===== src/rtl/wdog_pkg.sv =====
package wdog_pkg;
    localparam int unsigned REG_AW = 3;

    typedef enum logic [REG_AW-1:0] {
        A_KEY   = 3'd0,
        A_CTRL  = 3'd1,
        A_LOAD  = 3'd2,
        A_COUNT = 3'd3,
        A_THR   = 3'd4
    } reg_addr_e;

    localparam int unsigned CTRL_EN_BIT  = 0;
    localparam int unsigned CTRL_ALM_BIT = 1;
endpackage


===== src/rtl/wdog_keygate.sv =====
module wdog_keygate #(
    parameter int unsigned W = 32,
    parameter logic [W-1:0] KEY = W'(32'h15CC5A51)
) (
    input  logic         clk,
    input  logic         rst_n,
    input  logic         key_wr,
    input  logic [W-1:0] key_val,
    input  logic         wipe,
    output logic         open_o
);
    logic open_d, open_q;

    always_comb begin
        open_d = open_q;
        if (wipe) begin
            open_d = 1'b0;
        end else if (key_wr) begin
            open_d = (key_val == KEY);
        end
    end

    always_ff @(posedge clk or negedge rst_n) begin
        if (!rst_n) begin
            open_q <= 1'b0;
        end else begin
            open_q <= open_d;
        end
    end

    assign open_o = open_q;
endmodule


===== src/rtl/wdog_counter.sv =====
module wdog_counter #(
    parameter int unsigned W = 32
) (
    input  logic         clk,
    input  logic         rst_n,
    input  logic         start,
    input  logic         wipe,
    input  logic         step,
    input  logic [W-1:0] load_val,
    input  logic [W-1:0] thr,
    output logic [W-1:0] count_o,
    output logic         alarm_evt_o,
    output logic         expire_o
);
    typedef struct packed {
        logic [W-1:0] cnt;
        logic         expire;
    } cnt_st_t;

    cnt_st_t      st_d, st_q;
    logic [W-1:0] dec_val;

    always_comb begin
        st_d        = st_q;
        st_d.expire = 1'b0;
        dec_val     = st_q.cnt - W'(1);
        alarm_evt_o = 1'b0;
        if (wipe) begin
            st_d.cnt = '0;
        end else if (start) begin
            st_d.cnt = load_val;
        end else if (step && (st_q.cnt != '0)) begin
            st_d.cnt    = dec_val;
            alarm_evt_o = (dec_val == thr);
            st_d.expire = (dec_val == '0);
        end
    end

    always_ff @(posedge clk or negedge rst_n) begin
        if (!rst_n) begin
            st_q <= '0;
        end else begin
            st_q <= st_d;
        end
    end

    assign count_o  = st_q.cnt;
    assign expire_o = st_q.expire;
endmodule


===== src/rtl/wdog_rdmux.sv =====
module wdog_rdmux
    import wdog_pkg::*;
#(
    parameter int unsigned W = 32
) (
    input  logic [REG_AW-1:0] addr,
    input  logic              unlocked,
    input  logic              en,
    input  logic              alarm,
    input  logic [W-1:0]      load,
    input  logic [W-1:0]      count,
    input  logic [W-1:0]      thr,
    output logic [W-1:0]      rdata
);
    always_comb begin
        rdata = '0;
        case (addr)
            A_KEY:   rdata[0] = unlocked;
            A_CTRL: begin
                rdata[CTRL_EN_BIT]  = en;
                rdata[CTRL_ALM_BIT] = alarm;
            end
            A_LOAD:  rdata = load;
            A_COUNT: rdata = count;
            A_THR:   rdata = thr;
            default: rdata = '0;
        endcase
    end
endmodule


===== src/rtl/wdog_lockable.sv =====
module wdog_lockable
    import wdog_pkg::*;
#(
    parameter int unsigned CNT_W = 32,
    parameter logic [CNT_W-1:0] UNLOCK_KEY = CNT_W'(32'h15CC5A51)
) (
    input  logic              clk,
    input  logic              rst_n,
    input  logic              tick,
    input  logic              wr_en,
    input  logic [REG_AW-1:0] addr,
    input  logic [CNT_W-1:0]  wdata,
    output logic [CNT_W-1:0]  rdata,
    output logic              irq,
    output logic              rst_req
);
    typedef struct packed {
        logic             en;
        logic             alarm;
        logic [CNT_W-1:0] load;
        logic [CNT_W-1:0] thr;
    } cfg_t;

    cfg_t             cfg_d, cfg_q;
    logic             unlocked;
    logic             wr_ok, key_wr, ctrl_wr, wipe, start;
    logic             alarm_evt, expire;
    logic [CNT_W-1:0] count;

    always_comb begin
        wr_ok   = wr_en && unlocked;
        key_wr  = wr_en && (addr == A_KEY);
        ctrl_wr = wr_ok && (addr == A_CTRL);
        wipe    = ctrl_wr && !wdata[CTRL_EN_BIT];
        start   = ctrl_wr && wdata[CTRL_EN_BIT] && !cfg_q.en;

        cfg_d = cfg_q;
        if (wipe) begin
            cfg_d = '0;
        end else begin
            if (start) cfg_d.en = 1'b1;
            if (wr_ok && (addr == A_LOAD)) cfg_d.load = wdata;
            if (wr_ok && (addr == A_THR))  cfg_d.thr  = wdata;
            if (ctrl_wr && wdata[CTRL_ALM_BIT]) cfg_d.alarm = 1'b0;
            if (alarm_evt) cfg_d.alarm = 1'b1;
        end
    end

    always_ff @(posedge clk or negedge rst_n) begin
        if (!rst_n) begin
            cfg_q <= '0;
        end else begin
            cfg_q <= cfg_d;
        end
    end

    wdog_keygate #(.W(CNT_W), .KEY(UNLOCK_KEY)) key_i (
        .clk     (clk),
        .rst_n   (rst_n),
        .key_wr  (key_wr),
        .key_val (wdata),
        .wipe    (wipe),
        .open_o  (unlocked)
    );

    wdog_counter #(.W(CNT_W)) cnt_i (
        .clk         (clk),
        .rst_n       (rst_n),
        .start       (start),
        .wipe        (wipe),
        .step        (cfg_q.en && tick),
        .load_val    (cfg_q.load),
        .thr         (cfg_q.thr),
        .count_o     (count),
        .alarm_evt_o (alarm_evt),
        .expire_o    (expire)
    );

    wdog_rdmux #(.W(CNT_W)) rd_i (
        .addr     (addr),
        .unlocked (unlocked),
        .en       (cfg_q.en),
        .alarm    (cfg_q.alarm),
        .load     (cfg_q.load),
        .count    (count),
        .thr      (cfg_q.thr),
        .rdata    (rdata)
    );

    assign irq     = cfg_q.alarm;
    assign rst_req = expire;
endmodule


===== config.mk =====
export PLATFORM = sky130hd
export DESIGN_NAME = wdog_lockable
export DESIGN_NICKNAME = d
export VERILOG_FILES = /design/src/rtl/wdog_pkg.sv /design/src/rtl/wdog_keygate.sv /design/src/rtl/wdog_counter.sv /design/src/rtl/wdog_rdmux.sv /design/src/rtl/wdog_lockable.sv
export SDC_FILE = /design/constraint.sdc
export NUM_CORES = 1
export LEC_CHECK = 0
export CORE_UTILIZATION = 62
export DETAILED_ROUTE_END_ITERATION = 10
export PLACE_DENSITY = 0.83
export SLEW_MARGIN = 10
export SYNTH_ARGS = -nofsm -noshare
export SYNTH_HDL_FRONTEND = slang
export SYNTH_SLANG_ARGS = --single-unit

===== constraint.sdc =====
create_clock -name clk -period 4.5 [get_ports clk]
set_input_delay 0.675 -clock clk [delete_from_list [all_inputs] [get_ports clk]]
set_output_delay 0.675 -clock clk [all_outputs]
set_load 0.005 [all_outputs]

==> metrics.txt <==
mapped cell area 0.006785 sq mm; Switch Pwr 431.4 uW; Fmax achieved 285.6 MHz; R2R setup slack 1.08 ns; Die ar. 0.01137 sq mm; flops & latches, synth 100; WP data arrival 2.83 ns; clock share of power 37.1%; Tmin final 3.502 ns; Cell Rows 37; Die Y 106.6 um; Reg power frac 56.6%; layout cell share with drive strength beyond 1 5.708%; first-pass GRT wire length 34,720 um; worst r2r src cnt_i.count_o[16]$_DFFE_PN0P_; # IOs 73; vias in the first global route 6,357; slowest stage delay, CP 0.65 ns; Finish-stage setup viols 0; worst-skew pair later-pin latency 0.41 ns; most frequent cell on the critical path clkdlybuf4s50_1; DRC violation total after the first TritonRoute iteration 816; Hold Buf Count CTS 0; Leakage 0.003347 uW; Worst Path Max Fanout 20; root buf cell clkbuf_8; Starting Density 64.85%; Synth Instances 849; routed wire length per instance 22.04 um; reg2reg end irq$_DFFE_PN0P_; Die W 106.6 um; period utilisation layout 77.82%; worst setup margin 0.9982 ns; worst path cell trace clkdlybuf4s50_1, nand2b_1, buf_4, o21ai_0, clkdlybuf4s50_1; Tot GR Track Use 40.87%; post-synth net total 890; Power Dens Cells 206.0 mW/mm^2; final instance area 0.007699 sq mm; Switching Fraction 27.20%; run status finished, final reports clean; initial antenna violation count 0; Area Overhead vs Synth 13.46%; logic gate share of total power 6.3%; largest net degree at the start of global routing 87; CTS sink cnt 100; post-CTS setup buffer count 0; Detail Placement HPWL 16,220 um; Synth top area share 36.88%; via count 6,684; routed wire length 22,310 um; sequential share of the synthesized area 36.88%; Pins Over Slew Limit 0; mean post-synth cell area 7.992 sq um; pre-CTS setup slack 1.047 ns; number of routed nets with antenna violations 0; top cells by area, synth dfrtp_1 37%, nand2_1 10%, a21oi_1 5.6%, xnor2_1 5.3%, mux2i_1 4.9%; Max transition margin 28.79%; number of port buffers 72; Yosys warning count 0; Post-synth EDFFs 0; path type of the worst setup path in2out; placer congestion estimate 0.9948; area leader, netlist dfrtp_1; HP Class in2async; internal power 1155 uW; # diodes 0; fraction of registers with async set/reset 100.0%; core area 0.01046 sq mm; worst vdd ir 403.6 uV; final core occ 73.58%; Worst Tran Pin Value 1.068 ns; crit path launch type primary input; Layout Skew 0.01586 ns; htree depth 3; Primary FF master, synth dfrtp_1; non-filler cells in the finished layout 1,012; Initial DRT Pass Iterations 5; Placed Area 0.007507 sq mm; placed cells 996; endpoint type of the worst setup path primary output; RSZ-0062 raised after global routing false; Yosys cell types 63; total gr overflow 0; TritonCTS Buffers 9; R2R cell count 7; most frequent cells in the layout 183 x nand2_1, 100 x dfrtp_1, 76 x a21oi_1; crit path capture rdata[31]; Hold Vio Cnt, Final 0; fin nets 912; Via density 6.605; Worst setup startpoint addr[1]; maxcap violations 0; CTS tree yes; residual DRC count 0; post-route setup TNS 0 ns; Critical Path RT 3.83 ns; CP max-delay cell clkdlybuf4s50_1; worst-case clock buffer depth 2; Post-CTS Resized 0; commonest non-fill, non-tap cell in the layout nand2_1; Clock transition at path regs 0.12 ns
[cells by family after synthesis]
family,Yosys count,share of synthesized area [%]
buffers and inverters,84,4.942
flip-flops,100,36.88
XOR/XNOR,69,9.773
AO/OA/AOI/OAI,186,16.82
AND/OR/NAND/NOR,375,26.35
adder cells (fa/ha/maj),2,0.3687
multiplexers,33,4.868
[cell type report]
cell class              count  area (sq um)
flip-flops and latches    100          2502
clock inverters             7         67.56
multi-input cells         665          3966
fillers                   822          2764
repair buffers             87         838.3
clock buffers               9         123.9
inverters                   8         30.03
well taps                 136         170.2
[sequential cells by signal (all words and copies together) (netlist names)]
name and cells:
cnt_i.count_o 32, cnt_i.expire_o 1, key_i.open_o 1, irq 1
cfg_q 65
[power by group through the flow]
stage / Clock, uW / Sequential [uW] / Combinational [uW]
2_1_floorplan: 0 / 916 / 24.7
3_3_place_gp: 0 / 916 / 96.3
3_5_place_dp: 0 / 916 / 98.4
4_1_cts: 581 / 898 / 98.6
5_1_grt: 613 / 898 / 105
6_report: 588 / 898 / 99.4
[metal layers]
layer	up-vias	wire (um)	track usage (%)
met5	-	0	0
met4	0	666	13.70
met3	67	2792	14.16
met2	430	9548	58.71
met1	3192	9297	57.53
li1	2995	-	-
[how the worst min path moves through the flow]
stage	endpoint	slack (ns)	cells past startpoint
final	cnt_i.count_o[6]$_DFFE_PN0P_	0.41	1
after global routing	cfg_q[43]$_DFFE_PN0P_	0.48	1
after CTS	cnt_i.count_o[13]$_DFFE_PN0P_	0.45	1
after detailed placement	cfg_q[39]$_DFFE_PN0P_	0.54	2
after global placement	cfg_q[32]$_DFFE_PN0P_	0.52	2
after floorplan	cfg_q[0]$_DFFE_PN0P_	0.38	0
[synth_stat cells, types with 10 or more instances]
cell / number
mux2i_1: 33
xnor2_1: 41
nand4_1: 14
nand3_1: 11
or3_1: 10
dfrtp_1: 100
o21ai_0: 41
nor3_1: 23
xor2_1: 24
a211oi_1: 27
nor4_1: 15
clkbuf_1: 61
buf_2: 10
nand2_1: 183
nor2_1: 65
a21oi_1: 76
[metrics by stage]
stage,power [uW],hold WS (ns)
finish,1586,0.4134
global route,1617,0.4778
CTS,1577,0.4526
detailed placement,1014,0.5413
global placement,1012,0.5174
floorplan,940.6,0.3794
[worst max-delay path: cells and delay by family]
family,cells,cell delay (ns)
compound gates,1,0.24
simple gates,1,0.37
buf+inv,3,1.53
Power figures use the tool's default switching activity.
